## config.mk

```make
export PLATFORM = sky130hd
export DESIGN_NAME = mcc_adder
export DESIGN_NICKNAME = d
export VERILOG_FILES = /design/src/rtl/mcc_pkg.sv /design/src/rtl/mcc_cell.sv /design/src/rtl/mcc_chain.sv /design/src/rtl/mcc_flags.sv /design/src/rtl/mcc_outreg.sv /design/src/rtl/mcc_adder.sv
export SDC_FILE = /design/constraint.sdc
export NUM_CORES = 1
export LEC_CHECK = 0
export CAP_MARGIN = 20
export CELL_PAD_IN_SITES_DETAIL_PLACEMENT = 1
export CELL_PAD_IN_SITES_GLOBAL_PLACEMENT = 2
export CORE_MARGIN = 2
export CORE_UTILIZATION = 22
export CTS_CLUSTER_SIZE = 24
export DETAILED_ROUTE_END_ITERATION = 8
export PLACE_DENSITY_LB_ADDON = 0.1
export SYNTH_ARGS = -nofsm -noshare
export SYNTH_HDL_FRONTEND = slang
export SYNTH_SLANG_ARGS = --single-unit
```

## constraint.sdc

```tcl
create_clock -name clk -period 3.9 [get_ports clk]
set_input_delay 0.78 -clock clk [delete_from_list [all_inputs] [get_ports clk]]
set_output_delay 0.78 -clock clk [all_outputs]
set_load 0.05 [all_outputs]
```

## src/rtl/mcc_pkg.sv

```systemverilog
package mcc_pkg;

  // Per-bit carry-steering decision: propagate select and the bit
  // forwarded when the stage does not propagate.
  typedef struct packed {
    logic prop;
    logic gen;
  } mcc_pg_t;

  function automatic mcc_pg_t mcc_pg(input logic a, input logic b);
    mcc_pg_t r;
    r.prop = a ^ b;
    r.gen  = b;
    return r;
  endfunction

endpackage

```

## src/rtl/mcc_cell.sv

```systemverilog
module mcc_cell
  import mcc_pkg::*;
(
  input  logic xi,
  input  logic yi,
  input  logic ci,
  output logic co,
  output logic si
);

  mcc_pg_t pg;

  always_comb begin
    pg = mcc_pg(xi, yi);
    // 2:1 steering: propagate passes the incoming carry,
    // otherwise the operand bit becomes the carry.
    co = pg.prop ? ci : pg.gen;
    si = pg.prop ^ ci;
  end

endmodule

```

## src/rtl/mcc_chain.sv

```systemverilog
module mcc_chain #(
  parameter int K = 16
) (
  input  logic [K-1:0] x,
  input  logic [K-1:0] y,
  input  logic         cin,
  output logic [K-1:0] s,
  output logic         c_top,
  output logic         c_below
);

  logic [K:0] c;

  assign c[0] = cin;

  for (genvar i = 0; i < K; i++) begin : g_stage
    mcc_cell u_cell (
      .xi (x[i]),
      .yi (y[i]),
      .ci (c[i]),
      .co (c[i+1]),
      .si (s[i])
    );
  end

  assign c_top   = c[K];
  assign c_below = c[K-1];

endmodule

```

## src/rtl/mcc_flags.sv

```systemverilog
module mcc_flags (
  input  logic c_top,
  input  logic c_below,
  output logic cout,
  output logic ovf
);

  assign cout = c_top;
  assign ovf  = c_top ^ c_below;

endmodule

```

## src/rtl/mcc_outreg.sv

```systemverilog
module mcc_outreg #(
  parameter int W  = 18,
  parameter bit EN = 1'b1
) (
  input  logic         clk,
  input  logic         rst,
  input  logic [W-1:0] d,
  output logic [W-1:0] q
);

  if (EN) begin : g_reg
    always_ff @(posedge clk) begin
      if (rst) q <= '0;
      else     q <= d;
    end
  end else begin : g_wire
    assign q = d;
  end

endmodule

```

## src/rtl/mcc_adder.sv

```systemverilog
module mcc_adder #(
  parameter int K       = 16,
  parameter bit OUT_REG = 1'b1
) (
  input  logic         clk,
  input  logic         rst,
  input  logic [K-1:0] x,
  input  logic [K-1:0] y,
  input  logic         cin,
  output logic [K-1:0] s,
  output logic         cout,
  output logic         ovf
);

  localparam int W = K + 2;

  initial begin
    if (K < 2) $error("mcc_adder: K must be at least 2");
  end

  logic [K-1:0] sum_c;
  logic         c_top, c_below;
  logic         cout_c, ovf_c;
  logic [W-1:0] res_q;

  mcc_chain #(.K(K)) u_chain (
    .x       (x),
    .y       (y),
    .cin     (cin),
    .s       (sum_c),
    .c_top   (c_top),
    .c_below (c_below)
  );

  mcc_flags u_flags (
    .c_top   (c_top),
    .c_below (c_below),
    .cout    (cout_c),
    .ovf     (ovf_c)
  );

  mcc_outreg #(.W(W), .EN(OUT_REG)) u_out (
    .clk (clk),
    .rst (rst),
    .d   ({ovf_c, cout_c, sum_c}),
    .q   (res_q)
  );

  assign s    = res_q[K-1:0];
  assign cout = res_q[K];
  assign ovf  = res_q[K+1];

endmodule

```

### After elaboration in Yosys (flattened, before gate mapping)

Cells that the tools add are included.

* muxes and demuxes: 16
* bitwise gates (word level): 33

Operators by type and width (number)
* $xor A1 B1 Y1: 33
* $mux W1: 16

* register bits: 18
* input port bits: 35
* output and inout port bits: 18
* word-level logic and storage cells: 50

### Depth between registers and ports, before layout

* depth after elaboration: 18
* mapped depth: 11
* depth with buffers taken out: 11

### Hierarchy

From an unflattened synthesis, not the netlist that was laid out.

* cell total of the unflattened synthesis: 71
* area, all modules: 1046.0 µm²

Modules (own cells, without submodules)
* mcc_cell: times used 16, cells an instance 2, area an instance 33.8 µm², sequential area each 0.0 µm²
* mcc_outreg: times used 1, cells an instance 37, area an instance 489.2 µm², sequential area each 360.3 µm²
* mcc_flags: times used 1, cells an instance 2, area an instance 16.3 µm², sequential area each 0.0 µm²

### Least setup slack after synthesis

No wires, ideal clock.

* kind: input port to flip-flop
* start: input port cin
* end: register u_out.q[15]
* library setup time: 0.067 ns
* arrival time: 3.472 ns
* data required time: 3.833 ns
* setup slack: 0.362 ns
* stages: 11
* path buffers: 0
* cells stage by stage: maj3_2 > maj3_2 > a211oi_4 > o2bb2ai_1 > o31ai_2 > o221a_4 > o31a_1 > o31ai_4 > o211a_4 > fa_1 > nor2_1

* cells in the longest elaborated chain, start to end: 16

Ends and longest elaborated chain
* start, declared: line mcc_adder.sv:9 `input logic cin,`
* $mux W1 (15 in a row): line mcc_cell.sv:17 `co = pg.prop ? ci : pg.gen;`
* $xor A1 B1 Y1: line mcc_cell.sv:18 `si = pg.prop ^ ci;`
* end signal, assigned: line mcc_outreg.sv:13 `if (rst) q <= '0;`
* end signal, assigned: line mcc_outreg.sv:14 `else q <= d;`
* end, declared: line mcc_outreg.sv:8 `output logic [W-1:0] q`

No other way between the ends.
A chain may end at the register's enable or synchronous reset.

### Final worst setup path

* start: input port y[4]
* end: register u_out.q[15]

* cells in the longest elaborated chain, start to end: 13

Ends and longest elaborated chain
* start, declared: line mcc_adder.sv:8 `input logic [K-1:0] y,`
* $xor A1 B1 Y1: line mcc_pkg.sv:12 `r.prop = a ^ b;`
* $mux W1 (*) (11 in a row): line mcc_cell.sv:17
* $xor A1 B1 Y1 (*): line mcc_cell.sv:18

Every way passes the cells marked *; elsewhere a longest branch is shown, timed or not.

==> metrics.yaml <==
worst_setup_path:
  cp.arrival_ns: 3.71
  cp-end-kind: "flop"
  cp.required_ns: 4.02
  cp_max_fo: 4
  start_kind: "primary input"
  path_class: "primary input to flop"
place:
  place_inst: 258
  placed_area_mm2: 0.00178
  hpwlAfterDp_um: 2390
  pre_cts_slack_ns: -0.226
  port_buffers: 52
  routabilityCongestion: 0.735
sta:
  fin_crit_ns: 3.58
  setup_viol: 0
  fin_crit_sh_pct: 91.9
  fin_ws_ns: 0.316
  hold_viol_final: 0
  clock.fmax_mhz: 279
  worstMarginPinSlew_ns: 0.707
  maxSlewHeadroom_pct: 52.7
  rsz0062_at_grt: "no"
  drv_slew: 0
die:
  dieArea_mm2: 0.00569
  num_rows: 26
  die_w_um: 75.5
  core-area_mm2: 0.00501
  top_level_ports: 53
  die_h_um: 75.5
  initial_utilization_pct: 22.4
synthesis:
  ys_top_cells_by_area: "dfxtp_1 32%, xnor2_1 13%, nor2_1 11%, xor2_1 5.5%, maj3_1 4.5%"
  async_reset_ff_share_pct: 0
  synth-edff-count: 0
  yosysTopAreaCellShare_pct: 32.1
  syn-cell-area_mm2: 0.00112
  yosys_most_used_dff: "dfxtp_1"
  ys_warn_count: 0
  synth_cell_types: 30
  ys_seq_area_share_pct: 32.1
  synth_seq_cells: 18
  synth_top_cell_by_area: "dfxtp_1"
  syn-mean-instance-area_um2: 8.64
  synthCells: 130
  synth_nets: 167
final_layout:
  nets: 233
  multi_input_area_um2: 751
  final_common_cell: "clkdlybuf4s50_1"
  largest_reg_flops: 18
  n_antenna_cell: 0
  final-seq-area_um2: 360
  layout-drive-gt1-share_pct: 13.3
  top_regs: "u_out.q x18"
  regMostFlops: "u_out.q"
  final_cell_mix: "49 x clkdlybuf4s50_1, 32 x nor2_1, 18 x dfxtp_1, 17 x xnor2_1, 11 x buf_4"
  syn2layout_area_growth_pct: 66.9
  utilization_pct: 37.4
  instances_no_fill: 265
  n_fill_cell: 605
  fin_area_mm2: 0.00188
power_and_ir_drop:
  p_total_mw: 0.666
  power_switching_mw: 0.235
  pwr-share-clk_pct: 23.3
  p_per_area_mw_per_mm2: 355
  p_leak_nw: 0.739
  p_int_mw: 0.432
  power_frac_comb_pct: 44.8
  swShare_pct: 35.2
  seqPwrFrac_pct: 31.9
  vdd.ir_drop.worst_mv: 0.114
route:
  ant_nets: 0
  via_per_inst: 4.06
  dr.pass1.iters: 3
  num_vias: 1077
  route.detailed.drc: 0
  drt_iter0_markers: 6
  wl_per_cell_um: 10.8
  routed_wl_um: 2880
grt:
  grt_pass1_wl_um: 4400
  grt_usage_pct: 10.2
  antenna_found_initial: 0
  grt_pass1_vias: 1035
  grt_start_max_net_pins: 20
  overflow: 0
clock_tree:
  cts_max_path_buffers: 2
  cts_root_buf: "clkbuf_8"
  htreeDepth: 1
  clk_pin_slew_ns: 0.08
  numCtsBuffers: 3
  cts_sinks: 18
  cts_tree: "built"
worst_hold_path:
  min_path_type: "primary input to flop"
outcome:
  status: "finished clean"
run:
  maxCapViolations: 0
[cells in the mapped netlist (3+ instances only)]
library cell,n
nor3_1,3
or2_2,3
and2_1,4
xor2_1,7
nand2_1,7
o21ai_0,5
maj3_1,5
inv_1,3
nor2b_1,3
dfxtp_1,18
xnor2_1,17
nor2_1,32
[cell type report]
class / instances / area share [%]
clock buffers: 4 / 2.94
inverters: 3 / 0.600
multi-input cells: 107 / 40.0
flip-flops and latches: 18 / 19.2
well taps: 70 / 4.67
repair buffers: 63 / 32.6
[cells by family after synthesis]
logic type,after synthesis,share of synthesized area (%)
fa+ha+maj,9,9.35
xor+xnor,24,18.7
simple gates,57,22.8
flops,18,32.1
mux,1,0.891
buf+inv,5,1.67
compound gates,16,14.5
[power groups by stage]
stage,logic (mW),registers [mW],clock network [mW]
final,0.299,0.212,0.155
after global routing,0.321,0.214,0.169
after CTS,0.298,0.213,0.162
after detailed placement,0.297,0.217,0
after global placement,0.293,0.217,0
after floorplan,0.0983,0.300,0
[path summary, 6_finish.rpt]
kind,end,startpoint,depth (start not counted),slack (ns)
setup / recovery,u_out.q[15],y[4],12,0.32
hold / removal,u_out.q[0],y[0],3,0.87
[worst max-delay path, cell delays in order]
cell and delay, ns:
clkdlybuf4s50_1 0.47, nor2_1 0.08, nor3_1 0.33, a211oi_4 0.13
o31a_1 0.33, o31ai_2 0.31, o221a_4 0.23, o31a_1 0.22
o31ai_4 0.08, o211a_4 0.24, fa_1 0.47, nor2_1 0.04
[routing by layer]
layer  wire (um)  share of wire (%)  global-route usage [%]  up-vias
met5           0                  0                       0        -
met2        1550                 54                    19.2       28
li1            -                  -                       -      555
met1        1180                 41                    10.9      490
met4          33                1.1                    4.68        0
met3         120                4.2                    1.72        4
[per-stage QoR]
step	TNS (ns)	hold WS, ns
finish	0	0.874
CTS	0	1.18
floorplan	0	0.957
detailed placement	-0.226	1.46
global route	0	0.878
global placement	-0.139	1.44
[timing repair]
item | 4_1_cts | 5_1_grt
hold buffers | 0 | 0
resized for setup | 0 | 4
endpoints found under the setup margin | 0 | 1
setup buffers | 0 | 3
No activity file was read; power rests on OpenSTA's default activity.
